<file path="src/rtl/hrp_pkg.sv">
package hrp_pkg;
  localparam int DW    = 10;
  localparam int LOW_W = 2;
  localparam int HI_W  = DW - LOW_W;

  typedef enum logic [1:0] {
    CMD_INDEX = 2'b00,
    CMD_REGF  = 2'b01,
    CMD_PAL   = 2'b10,
    CMD_FMT   = 2'b11
  } cmd_e;

  typedef enum logic [1:0] {
    BW_WIDE   = 2'b00,
    BW_SPLIT  = 2'b01,
    BW_NARROW = 2'b10,
    BW_ALT    = 2'b11
  } bw_e;

  function automatic logic [DW-1:0] fmt_rd(bw_e bw, logic second, logic [DW-1:0] v);
    case (bw)
      BW_SPLIT:  return second ? {{HI_W{1'b0}}, v[LOW_W-1:0]} : {{LOW_W{1'b0}}, v[DW-1:LOW_W]};
      BW_NARROW: return {{LOW_W{1'b0}}, v[DW-1:LOW_W]};
      default:   return v;
    endcase
  endfunction
endpackage

</file>
<file path="src/rtl/hrp_sync.sv">
module hrp_sync #(
  parameter int           W       = 1,
  parameter int           STAGES  = 2,
  parameter logic [W-1:0] RST_VAL = '0
) (
  input  logic         clk,
  input  logic         rst,
  input  logic [W-1:0] d,
  output logic [W-1:0] q
);
  logic [W-1:0] stg [STAGES];

  always_ff @(posedge clk) begin
    if (rst) begin
      for (int i = 0; i < STAGES; i++) stg[i] <= RST_VAL;
    end else begin
      stg[0] <= d;
      for (int i = 1; i < STAGES; i++) stg[i] <= stg[i-1];
    end
  end

  assign q = stg[STAGES-1];
endmodule

</file>
<file path="src/rtl/hrp_xfer.sv">
module hrp_xfer
  import hrp_pkg::*;
(
  input  logic          clk,
  input  logic          rst,
  input  logic          start,
  input  logic          stop,
  input  logic          rw_in,
  input  cmd_e          cmd_in,
  input  logic [DW-1:0] wdata,
  input  bw_e           mode,
  output logic          lat_rw,
  output cmd_e          lat_cmd,
  output logic          half,
  output logic          wr_reg,
  output logic          wr_pal,
  output logic [DW-1:0] wr_val,
  output logic          pal_done,
  output logic          idx_wr,
  output logic          fmt_wr
);
  logic [HI_W-1:0] hold_q;
  logic            is_data;
  logic            complete;

  always_comb begin
    is_data  = (lat_cmd == CMD_REGF) || (lat_cmd == CMD_PAL);
    complete = !((mode == BW_SPLIT) && !half);
    case (mode)
      BW_SPLIT:  wr_val = {hold_q, wdata[LOW_W-1:0]};
      BW_NARROW: wr_val = {wdata[HI_W-1:0], {LOW_W{1'b0}}};
      default:   wr_val = wdata;
    endcase
    wr_reg   = stop && !lat_rw && complete && (lat_cmd == CMD_REGF);
    wr_pal   = stop && !lat_rw && complete && (lat_cmd == CMD_PAL);
    pal_done = stop && complete && (lat_cmd == CMD_PAL);
    idx_wr   = stop && !lat_rw && (lat_cmd == CMD_INDEX);
    fmt_wr   = stop && !lat_rw && (lat_cmd == CMD_FMT);
  end

  always_ff @(posedge clk) begin
    if (rst) begin
      lat_rw  <= 1'b0;
      lat_cmd <= CMD_INDEX;
      half    <= 1'b0;
      hold_q  <= '0;
    end else begin
      if (start) begin
        lat_rw  <= rw_in;
        lat_cmd <= cmd_in;
      end
      if (stop) begin
        if (is_data && (mode == BW_SPLIT)) begin
          half <= ~half;
          if (!half && !lat_rw) hold_q <= wdata[HI_W-1:0];
        end else if (!is_data && !lat_rw) begin
          half <= 1'b0;
        end
      end
    end
  end
endmodule

</file>
<file path="src/rtl/hrp_store.sv">
module hrp_store
  import hrp_pkg::*;
#(
  parameter int PAL_DEPTH = 16,
  parameter int NREG      = 8,
  parameter int ADDR_W    = 4,
  parameter int REG_AW    = 3
) (
  input  logic              clk,
  input  logic              rst,
  input  logic [ADDR_W-1:0] ptr,
  input  logic              wr_reg,
  input  logic              wr_pal,
  input  logic [DW-1:0]     wr_val,
  output logic [DW-1:0]     reg_q,
  output logic [DW-1:0]     pal_q
);
  logic [DW-1:0] regs [NREG];
  logic [DW-1:0] pal_mem [PAL_DEPTH];
  logic [REG_AW-1:0] ridx;

  assign ridx = ptr[REG_AW-1:0];

  always_ff @(posedge clk) begin
    if (rst) begin
      for (int i = 0; i < NREG; i++) regs[i] <= '0;
      reg_q <= '0;
    end else begin
      if (wr_reg) regs[ridx] <= wr_val;
      reg_q <= regs[ridx];
    end
  end

  always_ff @(posedge clk) begin
    if (wr_pal) pal_mem[ptr] <= wr_val;
    pal_q <= pal_mem[ptr];
  end
endmodule

</file>
<file path="src/rtl/host_reg_port.sv">
module host_reg_port
  import hrp_pkg::*;
#(
  parameter int PAL_DEPTH   = 16,
  parameter int NREG        = 8,
  parameter int SYNC_STAGES = 2
) (
  input  logic       clk,
  input  logic       rst,
  input  logic       cs_n,
  input  logic       rw,
  input  logic [1:0] cmd,
  input  logic [9:0] dbus_i,
  output logic [9:0] dbus_o,
  output logic       dbus_oe
);
  localparam int ADDR_W = $clog2(PAL_DEPTH);
  localparam int REG_AW = $clog2(NREG);
  localparam int BUN_W  = 1 + 1 + 2 + DW;
  localparam logic [BUN_W-1:0] SYNC_RST = {1'b1, {(BUN_W-1){1'b0}}};

  logic [BUN_W-1:0] sync_q;
  logic             cs_s, rw_s, cs_d;
  logic [1:0]       cmd_s;
  logic [DW-1:0]    d_s;
  logic             cs_fall, cs_rise;

  logic [ADDR_W-1:0] ptr_q;
  bw_e               mode_q;
  logic              x_lat_rw, x_half;
  cmd_e              x_lat_cmd;
  logic              wr_reg, wr_pal, pal_done, idx_wr, fmt_wr;
  logic [DW-1:0]     wr_val, reg_q, pal_q, rd_val;

  hrp_sync #(.W(BUN_W), .STAGES(SYNC_STAGES), .RST_VAL(SYNC_RST)) u_sync (
    .clk(clk), .rst(rst), .d({cs_n, rw, cmd, dbus_i}), .q(sync_q)
  );

  assign {cs_s, rw_s, cmd_s, d_s} = sync_q;

  always_ff @(posedge clk) begin
    if (rst) cs_d <= 1'b1;
    else     cs_d <= cs_s;
  end

  assign cs_fall = cs_d && !cs_s;
  assign cs_rise = !cs_d && cs_s;

  hrp_xfer u_xfer (
    .clk(clk), .rst(rst), .start(cs_fall), .stop(cs_rise),
    .rw_in(rw_s), .cmd_in(cmd_e'(cmd_s)), .wdata(d_s), .mode(mode_q),
    .lat_rw(x_lat_rw), .lat_cmd(x_lat_cmd), .half(x_half),
    .wr_reg(wr_reg), .wr_pal(wr_pal), .wr_val(wr_val),
    .pal_done(pal_done), .idx_wr(idx_wr), .fmt_wr(fmt_wr)
  );

  hrp_store #(.PAL_DEPTH(PAL_DEPTH), .NREG(NREG), .ADDR_W(ADDR_W), .REG_AW(REG_AW)) u_store (
    .clk(clk), .rst(rst), .ptr(ptr_q), .wr_reg(wr_reg), .wr_pal(wr_pal),
    .wr_val(wr_val), .reg_q(reg_q), .pal_q(pal_q)
  );

  always_comb begin
    case (cmd_e'(cmd_s))
      CMD_INDEX: rd_val = DW'(ptr_q);
      CMD_FMT:   rd_val = DW'(mode_q);
      CMD_REGF:  rd_val = fmt_rd(mode_q, x_half, reg_q);
      default:   rd_val = fmt_rd(mode_q, x_half, pal_q);
    endcase
  end

  always_ff @(posedge clk) begin
    if (rst) begin
      ptr_q  <= '0;
      mode_q <= BW_WIDE;
    end else begin
      if (idx_wr)        ptr_q <= d_s[ADDR_W-1:0];
      else if (pal_done) ptr_q <= ptr_q + 1'b1;
      if (fmt_wr) mode_q <= bw_e'(d_s[1:0]);
    end
  end

  always_ff @(posedge clk) begin
    if (rst) begin
      dbus_oe <= 1'b0;
      dbus_o  <= '0;
    end else if (cs_fall && rw_s) begin
      dbus_oe <= 1'b1;
      dbus_o  <= rd_val;
    end else if (cs_rise) begin
      dbus_oe <= 1'b0;
    end
  end
endmodule

</file>
<file path="config.mk">
export PLATFORM = sky130hd
export DESIGN_NAME = host_reg_port
export DESIGN_NICKNAME = d
export VERILOG_FILES = /design/src/rtl/hrp_pkg.sv /design/src/rtl/hrp_sync.sv /design/src/rtl/hrp_xfer.sv /design/src/rtl/hrp_store.sv /design/src/rtl/host_reg_port.sv
export SDC_FILE = /design/constraint.sdc
export NUM_CORES = 1
export LEC_CHECK = 0
export ABC_CLOCK_PERIOD_IN_PS = 2500
export BUFFER_PORTS_ARGS = -buffer_cell sky130_fd_sc_hd__buf_4
export CAP_MARGIN = 5
export CORE_MARGIN = 3
export CORE_UTILIZATION = 35
export DETAILED_ROUTE_END_ITERATION = 12
export GPL_ROUTABILITY_DRIVEN = 1
export SYNTH_ARGS = -nofsm -noshare
export SYNTH_HDL_FRONTEND = slang
export SYNTH_SLANG_ARGS = --single-unit
</file>
<file path="constraint.sdc">
create_clock -name clk -period 2.5 [get_ports clk]
set_input_delay 0.5 -clock clk [delete_from_list [all_inputs] [get_ports clk]]
set_output_delay 0.5 -clock clk [all_outputs]
set_load 0.005 [all_outputs]
</file>
==> results of run 1 <==
synth_stat cells (all sizes together) (2+ instances only):
cell | number | area share
mux4 | 18 | 0.032
a211oi | 7 | 0.0045
o22ai | 7 | 0.0034
o2bb2ai | 2 | 0.0014
a22o | 12 | 0.0082
clkbuf | 16 | 0.0048
a22oi | 33 | 0.019
a21oi | 34 | 0.014
inv | 22 | 0.0064
mux2i | 18 | 0.014
a31oi | 4 | 0.0019
nor2b | 41 | 0.020
a221oi | 30 | 0.021
xnor2 | 3 | 0.0020
nand2 | 39 | 0.011
nand2b | 14 | 0.0082
buf | 47 | 0.022
o21ai | 11 | 0.0043
nor4 | 2 | 0.0026
dfxtp | 78 | 0.12
and2 | 5 | 0.0024
a221o | 7 | 0.0054
mux2 | 33 | 0.029
nor2 | 141 | 0.042
o211ai | 2 | 0.0012
a222oi | 2 | 0.0016
nor3 | 17 | 0.0074
edfxtp | 240 | 0.56
or2 | 5 | 0.0024
nand3 | 14 | 0.0054
ha | 11 | 0.011
a32oi | 3 | 0.0020
a311oi | 2 | 0.0014
through the flow:
step | cells | hold WS [ps] | utilization | area [um2]
floorplan | 929 | 389 | - | 12900
detailed placement | 1439 | 402 | 0.389 | 14000
global route | 1499 | 165 | 0.419 | 15000
global placement | 1439 | 407 | 0.389 | 14000
CTS | 1499 | 163 | 0.419 | 15000
finish | 1499 | 183 | 0.419 | 15000
worst reg2reg max path: stages (launching register included):
cell and delay [ps]:
dfxtp_2 580, buf_12 260, nor2b_1 320, a22oi_1 130, o21ai_0 280, o21bai_1 130, a221oi_1 300, buf_4 180
cell type report:
type                       instances  area, um2
sequential                       318       8770
timing repair buffer             112        866
tap                              461        577
inverter                          22       82.6
clock inverter                    12       87.6
fill                            3298      20900
multi-input combinational        526       3660
clock buffer                      48        987
cells by family after synthesis:
group,share of synthesized area
buffers and inverters,0.0336
xor gates and xnor gates,0.00204
muxes,0.0747
adders and majority gates,0.0107
AOI/OAI and AO/OA,0.0934
DFF,0.682
and+or+nand+nor,0.104
cells in the final DEF, fill, tap and decap left out, types with 3 or more instances in the layout:
master / count
nor3_1: 15
a221o_1: 7
ha_1: 11
a221oi_1: 29
a22oi_1: 33
edfxtp_1: 240
nor2_1: 139
dfxtp_1: 75
mux2i_1: 18
a21oi_1: 33
a211oi_1: 6
xnor2_1: 3
o22ai_1: 7
clkinv_2: 6
clkinv_1: 3
or2_2: 3
and2_1: 4
clkbuf_16: 37
mux2_2: 32
nand3_1: 14
mux4_2: 18
inv_1: 20
a32oi_1: 3
o21ai_0: 9
a31oi_1: 4
a22o_1: 12
nor2b_1: 41
nand2_1: 39
buf_4: 110
clkbuf_1: 9
nand2b_1: 11
dfxtp_2: 3
routing by layer:
| layer | up-vias | GRT usage | part of all wire |
|---|---|---|---|
| met5 | - | 0 | 0 |
| met4 | 0 | 0.0393 | 0.018 |
| met3 | 44 | 0.0315 | 0.069 |
| met2 | 310 | 0.276 | 0.49 |
| met1 | 3944 | 0.225 | 0.43 |
| li1 | 3638 | - | - |
power breakdown:
group / switching (mW) / total, mW / leakage (nW) / internal (mW)
clock network: 1.98 / 4.83 / 0.528 / 2.86
logic: 0.290 / 0.475 / 1.67 / 0.185
registers: 0.0590 / 5.81 / 2.93 / 5.75
registers in the layout, summed over array words and instances, names as in the netlist:
register	count
u_xfer.hold_q	8
u_xfer.lat_cmd	2
u_store.regs	80
u_sync.stg	28
u_store.pal_q	10
dbus_o	10
u_xfer.lat_rw	1
dbus_oe	1
u_xfer.half	1
u_store.pal_mem	160
mode_q	2
u_store.reg_q	10
ptr_q	4
cs_d	1
worst paths after layout:
| path | slack, ps | end | startpoint | depth (start not counted) |
|---|---|---|---|---|
| setup reg to reg | 260 | u_store.pal_q[0] | ptr_q[1] | 7 |
| setup / recovery | 260 | u_store.pal_q[0] | ptr_q[1] | 7 |
| hold / removal | 180 | u_sync.stg[0][13] | cs_n | 2 |
| hold reg to reg | 420 | u_sync.stg[0][27] | u_sync.stg[0][13] | 1 |
==> results.md, run 1 <==
* Fin. Hold Viols at 0
* Setup TNS at 0 ps
* GRT Total Usage at 0.165
* Synth Cell Area at 12,900 um2
* Worst Path Buf+Inv at 2
* Port Buf Inserts at 26
* CP required at 2950 ps
* YS warnings at 0
* WL/cell at 21.7 um
* Clock root cell: clkbuf_16
* Drc violations at 0
* Fin crit period at 2240 ps
* Routed Antenna Nets at 0
* Average size of a mapped cell at 13.8 um2
* Die H at 198 um
* Total gr overflow at 0
* Library cells used by synthesis at 60
* Post-DR vias/cell at 5.29
* CTS tree: done
* Cells after synthesis at 929
* Max stage delay cell, worst path: dfxtp_2
* Core region area at 35,900 um2
* Syn_nets at 956
* Final count of negative-setup-slack endpoints at 0
* Layout cell share with drive strength beyond 1 at 0.224
* Setup bufs post-CTS at 0
* CTS Sinks at 318
* Delay-heaviest family, CP: compound AO/OA/AOI/OAI gates
* First-pass GRT wire length at 49.3 mm
* Initial Utilization at 0.358
* Post-synthesis sequential area ratio at 0.682
* Synthesis-stage register bit count at 318
* Row count at 69
* Pwr Density at 740 nW/um2
* Pre-CTS setup slack at 306 ps
* # diodes at 0
* Critical Path AT at 2690 ps
* Bufs on Longest Clock Path at 3
* Cts bufs inserted at 34
* Ports at 27
* Slew HR at 0.328
* Crit Path Class: reg -> reg
* First-pass iteration count of the detailed router at 5
* Die X at 198 um
* Final HPWL from detailed placement at 21.6 mm
* Slowest Stage Delay on Critical Path at 580 ps
* Outcome: finished clean
* Worst-path clk slew at 60 ps
* Initial antenna violation count at 0
* Final Power at 11.1 mW
* Crit-path cells: buf_12, nor2b_1, a22oi_1, o21ai_0, o21bai_1, a221oi_1, buf_4
* Worst clock skew at 18.3 ps
* Largest net degree at the start of global routing at 47
* CP startpoint kind: flop
* Worst skew pair latency at 510 ps
* Post-synth top flop: edfxtp_1
* Setup crit end kind: flop
* Final period utilization at 0.895
* Vias in the first global route at 8,009
* Pleak at 5.13 nW
* Setup WS post-layout at 264 ps
* Achievable frequency at 447 MHz
* Max-slew violations at 0
* Via count at 7,936
* Cts repair resizes at 0
* Drt total wl at 32.5 mm
* Area of the die at 39,100 um2
* Hold Crit Class: in -> reg
* Syn-to-layout area delta at 16.9%
* Layout Nets at 1,041
* Maxcap violations at 0
* DR iter-0 viols at 749
* VDD IR-drop max at 0.000409 V
* Worst slew pin tran at 1000 ps
* RSZ-0062 raised after global routing: no
* H-tree levels at 2
* GPL Wtd Cong at 0.827
* # hold bufs at CTS at 0
* Asr flop ratio synth at 0
* CP max FO at 24
* Post-synth EDFFs at 240
(Power assumes the default switching activity.)
==> run 2, diff against run 1 <==
--- a/config.mk
+++ b/config.mk
@@ -5,13 +5,16 @@
 export SDC_FILE = /design/constraint.sdc
 export NUM_CORES = 1
 export LEC_CHECK = 0
-export ABC_CLOCK_PERIOD_IN_PS = 2500
+export ABC_CLOCK_PERIOD_IN_PS = 1900
 export BUFFER_PORTS_ARGS = -buffer_cell sky130_fd_sc_hd__buf_4
 export CAP_MARGIN = 5
+export CELL_PAD_IN_SITES_DETAIL_PLACEMENT = 0
+export CELL_PAD_IN_SITES_GLOBAL_PLACEMENT = 1
 export CORE_MARGIN = 3
 export CORE_UTILIZATION = 35
 export DETAILED_ROUTE_END_ITERATION = 12
 export GPL_ROUTABILITY_DRIVEN = 1
+export PLACE_DENSITY_LB_ADDON = 0.1
 export SYNTH_ARGS = -nofsm -noshare
 export SYNTH_HDL_FRONTEND = slang
 export SYNTH_SLANG_ARGS = --single-unit
==> constraint.sdc (replaced) <==
create_clock -name clk -period 1.9 [get_ports clk]
set_input_delay 0.38 -clock clk [delete_from_list [all_inputs] [get_ports clk]]
set_output_delay 0.38 -clock clk [all_outputs]
set_load 0.005 [all_outputs]
==> run 2 against run 1 <==
Compared with the run above:
- the run now ends with negative setup slack left
- utilization grew 5.5 points
- setup slack lost 280 ps
- sequential cell count is the same
- sequential power grew 32%
- hold slack lost 140 ps
- global-route usage grew 3.1 points
- clock power grew 48%
- highest routed layer unchanged
==> results.md, run 2 (synthesized netlist as in run 1, its figures left out) <==
* Worst slew pin tran at 489 ps (-515 ps)
* Slowest Stage Delay on Critical Path at 380 ps (-200 ps)
* Vias in the first global route at 8,351 (+4.3%)
* WHS Path Cells at 2 (unchanged)
* Fillers at 3,254 (-1.3%)
* Largest regs: u_store.pal_mem x160, u_store.regs x80, u_sync.stg x28
* Pwr Density at 924 nW/um2 (+25%)
* Port Buf Inserts at 26 (unchanged)
* Most frequent cells in the layout: edfxtp_1 (240), buf_4 (158), nor2_1 (127)
* CP max FO at 4 (-83%)
* Most common cell after layout, fill and taps aside: edfxtp_1
* Via count at 8,382 (+5.6%)
* Hold Path Sink: u_sync.stg[0][13]
* Layout Cells excl Fill at 1,612 (+7.5%)
* Failing checks: negative setup slack
* Cells on worst reg2reg path at 8 (+1)
* # diodes at 0 (unchanged)
* Row count at 69 (unchanged)
* R2R Setup Slk at -10 ps (-280 ps)
* First-pass iteration count of the detailed router at 5 (unchanged)
* Final period utilization at 1.01 (+0.112)
* Die X at 198 um (unchanged)
* CP startpoint kind: flop
* Maxcap violations at 0 (unchanged)
* CP required at 2300 ps (-650 ps)
* Layout cell share with drive strength beyond 1 at 0.355 (+0.132)
* Hold Crit Class: in -> reg
* DR iter-0 viols at 630 (-16%)
* CTS tree: done
* Placed Instances at 1,528 (+6.2%)
* Worst skew pair latency at 550 ps (+40 ps)
* Hold Crit Start: cs_n
* Setup WS post-layout at -12.3 ps (-276 ps)
* Drc violations at 0 (unchanged)
* Layout Nets at 1,150 (+10%)
* GRT Total Usage at 0.196 (+0.0306)
* Most flop-heavy register: u_store.pal_mem
* Initial Utilization at 0.358 (unchanged)
* WL/cell at 23.8 um (+9.9%)
* # hold bufs at CTS at 0 (unchanged)
* Initial antenna violation count at 0 (unchanged)
* Critical Path AT at 2320 ps (-370 ps)
* Pleak at 6.00 nW (+17%)
* Critical R2R Launch: ptr_q[1]
* Crit Path Class: reg -> reg
* Post-DR vias/cell at 5.20 (-1.8%)
* Cts bufs inserted at 37 (+8.8%)
* Achievable frequency at 523 MHz (+17%)
* Fin. Hold Viols at 0 (unchanged)
* RSZ-0062 raised after global routing: yes
* Max FFs per register at 160 (unchanged)
* Syn-to-layout area delta at 32.1%
* Largest net degree at the start of global routing at 77 (+64%)
* Pre-CTS setup slack at -288 ps (-594 ps)
* Drt total wl at 38.4 mm (+18%)
* Slew HR at 0.673 (+0.345)
* Final count of negative-setup-slack endpoints at 1 (+1)
* Fin crit period at 1910 ps (-324 ps)
* VDD IR-drop max at 0.000787 V (+92%)
* First-pass GRT wire length at 56.2 mm (+14%)
* Final Power at 15.7 mW (+41%)
* Clock root cell: clkbuf_16
* Setup crit end kind: flop
* Post-layout util at 0.473 (+0.0546)
* Outcome: finished with violations
* Ports at 27 (unchanged)
* Max-slew violations at 0 (unchanged)
* Worst hold slack at 38.5 ps (-144 ps)
* Crit-path cells: buf_12, nor2b_2, buf_4, o2bb2ai_1, a221oi_2, buf_4, o21bai_1, a221oi_2
* Max stage delay cell, worst path: a221oi_2
* Final HPWL from detailed placement at 26.2 mm (+21%)
* Total gr overflow at 0 (unchanged)
* H-tree levels at 2 (unchanged)
* Worst-path clk slew at 60 ps (about the same)
* Worst clock skew at 19.6 ps (+1.29 ps)
* Multi-input logic area at 4030 um2 (+10%)
* Routed Antenna Nets at 0 (unchanged)
* Area of the die at 39,100 um2 (unchanged)
* Core region area at 35,900 um2 (unchanged)
* Die H at 198 um (unchanged)
* GPL Wtd Cong at 0.819 (-0.92%)
* CTS Sinks at 318 (unchanged)
* Bufs on Longest Clock Path at 3 (unchanged)
* Reg area at 8780 um2 (about the same)
* R2r endpoint: u_store.pal_q[0]
==> run 2: cell count changes in the layout (fill, tap and decap cells not counted), sizes merged <==
cell | before | now
bufinv | 1 | 4
clkinv | 10 | 12
buf | 112 | 215
clkbuf | 48 | 53
clkinvlp | 1 | 0
inv | 22 | 23
==> run 2: how the worst max path moves through the flow <==
stage              start               endpoint  depth (start not counted)
3_3_place_gp    ptr_q[2]       u_store.pal_q[0]                          8
6_report        ptr_q[1]       u_store.pal_q[0]                          8
2_1_floorplan  mode_q[0]  u_store.pal_mem[0][0]                          7
3_5_place_dp    ptr_q[2]       u_store.pal_q[0]                          8
5_1_grt             cs_d  u_store.pal_mem[3][3]                          7
4_1_cts         ptr_q[2]       u_store.pal_q[0]                          8
==> run 2: cell type report <==
cell class | instances | share of cell area
multi-input cells | 526 | 0.237
well taps | 461 | 0.0339
clock inverters | 17 | 0.0107
inverters | 22 | 0.00486
flip-flops and latches | 318 | 0.517
clock buffers | 50 | 0.0610
repair buffers | 218 | 0.136
==> run 2: metrics by stage <==
step / instance area, um2 / TNS, ps
after global placement: 15200 / -23950
final: 17000 / -12.3
after detailed placement: 15200 / -15060
after floorplan: 13000 / -18200
after CTS: 16700 / -127
after global routing: 17000 / -443
==> run 2: where the power goes <==
group,leakage [nW],total (mW),internal (mW),switching (mW)
registers,2.93,7.65,7.57,0.0785
logic,2.47,0.896,0.421,0.475
clock network,0.602,7.16,4.37,2.80
==> run 2: timing repair <==
item / CTS / global route
endpoints found under the setup margin: 231 / 104
gates resized for setup: 30 / 43
buffers inserted: 8 / 8
hold endpoints to repair: 0 / 0
pin swaps: 1 / 15
cloned: 1 / 4
==> run 2: per-layer routing <==
layer,vias up,part of all wire,track usage
met5,-,0,0
met4,0,0.019,0.0490
met3,42,0.053,0.0390
met2,207,0.45,0.299
met1,4273,0.48,0.289
li1,3860,-,-
==> run 2: worst max-delay path: cells and delay by family (launching register included) <==
family                 cells  cell delay, ps
AO/OA/AOI/OAI              4             780
buffers and inverters      3             460
flip-flops                 1             370
AND/OR/NAND/NOR            1             150
==> run 3, diff against run 2 <==
--- a/config.mk
+++ b/config.mk
@@ -6,7 +6,7 @@
 export NUM_CORES = 1
 export LEC_CHECK = 0
 export ABC_CLOCK_PERIOD_IN_PS = 1900
-export BUFFER_PORTS_ARGS = -buffer_cell sky130_fd_sc_hd__buf_4
+export BUFFER_PORTS_ARGS = -buffer_cell sky130_fd_sc_hd__buf_2
 export CAP_MARGIN = 5
 export CELL_PAD_IN_SITES_DETAIL_PLACEMENT = 0
 export CELL_PAD_IN_SITES_GLOBAL_PLACEMENT = 1
==> run 3 against run 2 <==
Compared with the run above:
- the run still ends with negative setup slack left
- setup slack got worse by 77 ps
- cell count hardly changed
- sequential share of layout area rose by 0.17 points
- count of clock-buffer cells in the layout increased by 4
- hold slack better by 5.0 ps
- die area stayed put
- sequential power hardly changed
- critical endpoint is now u_store.pal_q[2]
- non-clock buffer count decreased by 3
- register-to-register slack got worse by 80 ps
- combinational power shrank 2%
- wire length fell by 0.11%
==> results.md, run 3 (synthesized netlist as in run 1, its figures left out) <==
* GRT Total Usage at 0.200 (+0.00443)
* # hold bufs at CTS at 0 (unchanged)
* R2r endpoint: u_store.pal_q[2]
* Clock power share at 0.467 (+0.011)
* Routed Antenna Nets at 0 (unchanged)
* Layout Cells excl Fill at 1,613 (+0.062%)
* Layout Nets at 1,148 (-0.17%)
* Slew HR at 0.644 (-0.0295)
* Maxcap violations at 0 (unchanged)
* CTS tree: done
* Crit Path Class: reg -> reg
* Internal power at 12.6 mW (+1.8%)
* Final period utilization at 1.05 (+0.0407)
* Most flop-heavy register: u_store.pal_mem
* Bufs on Longest Clock Path at 3 (unchanged)
* Critical R2R Launch: ptr_q[0]
* Die X at 198 um (unchanged)
* Critical Path AT at 2400 ps (+80 ps)
* CP startpoint kind: flop
* Post-layout util at 0.472 (-0.00146)
* Max-slew violations at 0 (unchanged)
* RSZ-0062 raised after global routing: yes
* Outcome: finished with violations
* Final Power at 16.0 mW (+1.8%)
* Max FFs per register at 160 (unchanged)
* Hold Crit Class: in -> reg
* Slowest Stage Delay on Critical Path at 500 ps (+120 ps)
* Port Buf Inserts at 26 (unchanged)
* Total gr overflow at 0 (unchanged)
* H-tree levels at 2 (unchanged)
* Clock root cell: clkbuf_16
* Sw Pwr at 3.41 mW (+1.8%)
* Worst-path clk slew at 60 ps (about the same)
* Achievable frequency at 503 MHz (-3.9%)
* Fin crit period at 1990 ps (+77.4 ps)
* First-pass iteration count of the detailed router at 5 (unchanged)
* Worst clock skew at 12.7 ps (-6.88 ps)
* Row count at 69 (unchanged)
* Reg area at 8780 um2 (about the same)
* Vias in the first global route at 8,610 (+3.1%)
* Largest net degree at the start of global routing at 77 (unchanged)
* R2R Setup Slk at -90 ps (-80 ps)
* Fin. Hold Viols at 0 (unchanged)
* Placed Instances at 1,526 (-0.13%)
* Die H at 198 um (unchanged)
* CTS Sinks at 318 (unchanged)
* Setup crit end kind: flop
* WL/cell at 23.8 um (-0.17%)
* Cells on worst reg2reg path at 5 (-3)
* Ports at 27 (unchanged)
* Sequential share of power at 0.479 (-0.008)
* Final HPWL from detailed placement at 26.5 mm (+1.4%)
* Most common cell after layout, fill and taps aside: edfxtp_1
* Drc violations at 0 (unchanged)
* GPL Wtd Cong at 0.825 (+0.66%)
* Area of the die at 39,100 um2 (unchanged)
* CP max FO at 6 (+2)
* Via count at 8,400 (+0.21%)
* Multi-input logic area at 4090 um2 (+1.5%)
* Pleak at 5.98 nW (-0.29%)
* Combinational share of power at 0.055 (-0.002)
* Layout cell share with drive strength beyond 1 at 0.365 (+0.00956)
* Drt total wl at 38.4 mm (-0.11%)
* First-pass GRT wire length at 57.3 mm (+1.8%)
* Worst skew pair latency at 540 ps (about the same)
* Setup crit start: ptr_q[0]
* Initial Utilization at 0.358 (unchanged)
* Worst hold slack at 43.5 ps (+5.04 ps)
* Setup WS post-layout at -89.7 ps (-77.4 ps)
* Crit-path cells: buf_6, buf_4, mux4_2, a221oi_1, a21oi_4
* Pwr Density at 944 nW/um2 (+2.1%)
* Initial antenna violation count at 0 (unchanged)
* Final count of negative-setup-slack endpoints at 6 (+5)
* Max stage delay cell, worst path: mux4_2
* Worst slew pin tran at 535 ps (+45.4 ps)
* Fillers at 3,175 (-2.4%)
* Syn-to-layout area delta at 31.7%
* CP required at 2310 ps (about the same)
* CP endpoint: u_store.pal_q[2]
* DR iter-0 viols at 599 (-4.9%)
* Switch share at 0.213 (about the same)
* VDD IR-drop max at 0.000570 V (-27%)
* Failing checks: negative setup slack
* Core region area at 35,900 um2 (unchanged)
* Cts bufs inserted at 38 (+2.7%)
* Most frequent cells in the layout: edfxtp_1 (240), buf_4 (132), nor2_1 (127)
* Post-DR vias/cell at 5.21 (+0.15%)
* Largest regs: u_store.pal_mem x160, u_store.regs x80, u_sync.stg x28
## run 3: cell count changes in the layout (fill, tap and decap cells not counted), sizes merged
cell / before / now
bufinv: 4 / 3
clkinv: 12 / 11
clkbuf: 53 / 54
diode: 0 / 1
clkinvlp: 0 / 1
## run 3: through the flow
step / setup TNS (ps) / setup WS (ps) / area [um2]
floorplan: -18200 / -264 / 13000
global placement: -9660 / -331 / 15100
detailed placement: -10840 / -286 / 15100
CTS: -524 / -55.5 / 16600
global route: -1080 / -167 / 16900
finish: -256 / -89.7 / 16900
## run 3: layer usage
metal / routed length (um) / GRT usage / vias to the layer above
met3: 2180 / 0.0463 / 51
li1: - / - / 3872
met2: 17700 / 0.314 / 217
met4: 663 / 0.0464 / 0
met1: 17800 / 0.286 / 4260
met5: 0 / 0 / -
## run 3: critical path, delay by kind of cell, from the launching register on
family          cells  cell delay, ps
compound gates      2             630
mux                 1             500
buf+inv             2             310
flops               1             420
## run 3: final cells by class
cell class,instances,area share
Sequential cell,318,0.518
Multi-Input combinational cell,526,0.241
Timing Repair Buffer,215,0.124
Clock buffer,54,0.0676
Tap cell,461,0.0340
Clock inverter,16,0.00916
Inverter,22,0.00487
Antenna cell,1,0.000148
## run 3: what timing repair did
action	CTS	global route
setup endpoints to repair	190	302
buffers inserted	10	6
resized for setup	38	53
pin swaps	6	6
## run 3: how the worst min path moves through the flow
stage | startpoint | endpoint | cells after the start
after global placement | u_sync.stg[0][13] | u_sync.stg[0][27] | 1
after CTS | dbus_i[6] | u_sync.stg[0][6] | 2
final | cs_n | u_sync.stg[0][13] | 2
after global routing | cs_n | u_sync.stg[0][13] | 2
after detailed placement | u_sync.stg[0][13] | u_sync.stg[0][27] | 1
after floorplan | u_sync.stg[0][13] | u_sync.stg[0][27] | 1
## run 3: power by group through the flow
stage,Clock (mW),Combinational (mW),Sequential [mW]
after floorplan,0,0.392,7.75
after global placement,0,0.802,7.80
after detailed placement,0,0.797,7.80
after CTS,7.67,0.838,7.65
after global routing,7.95,0.941,7.66
final,7.46,0.877,7.65
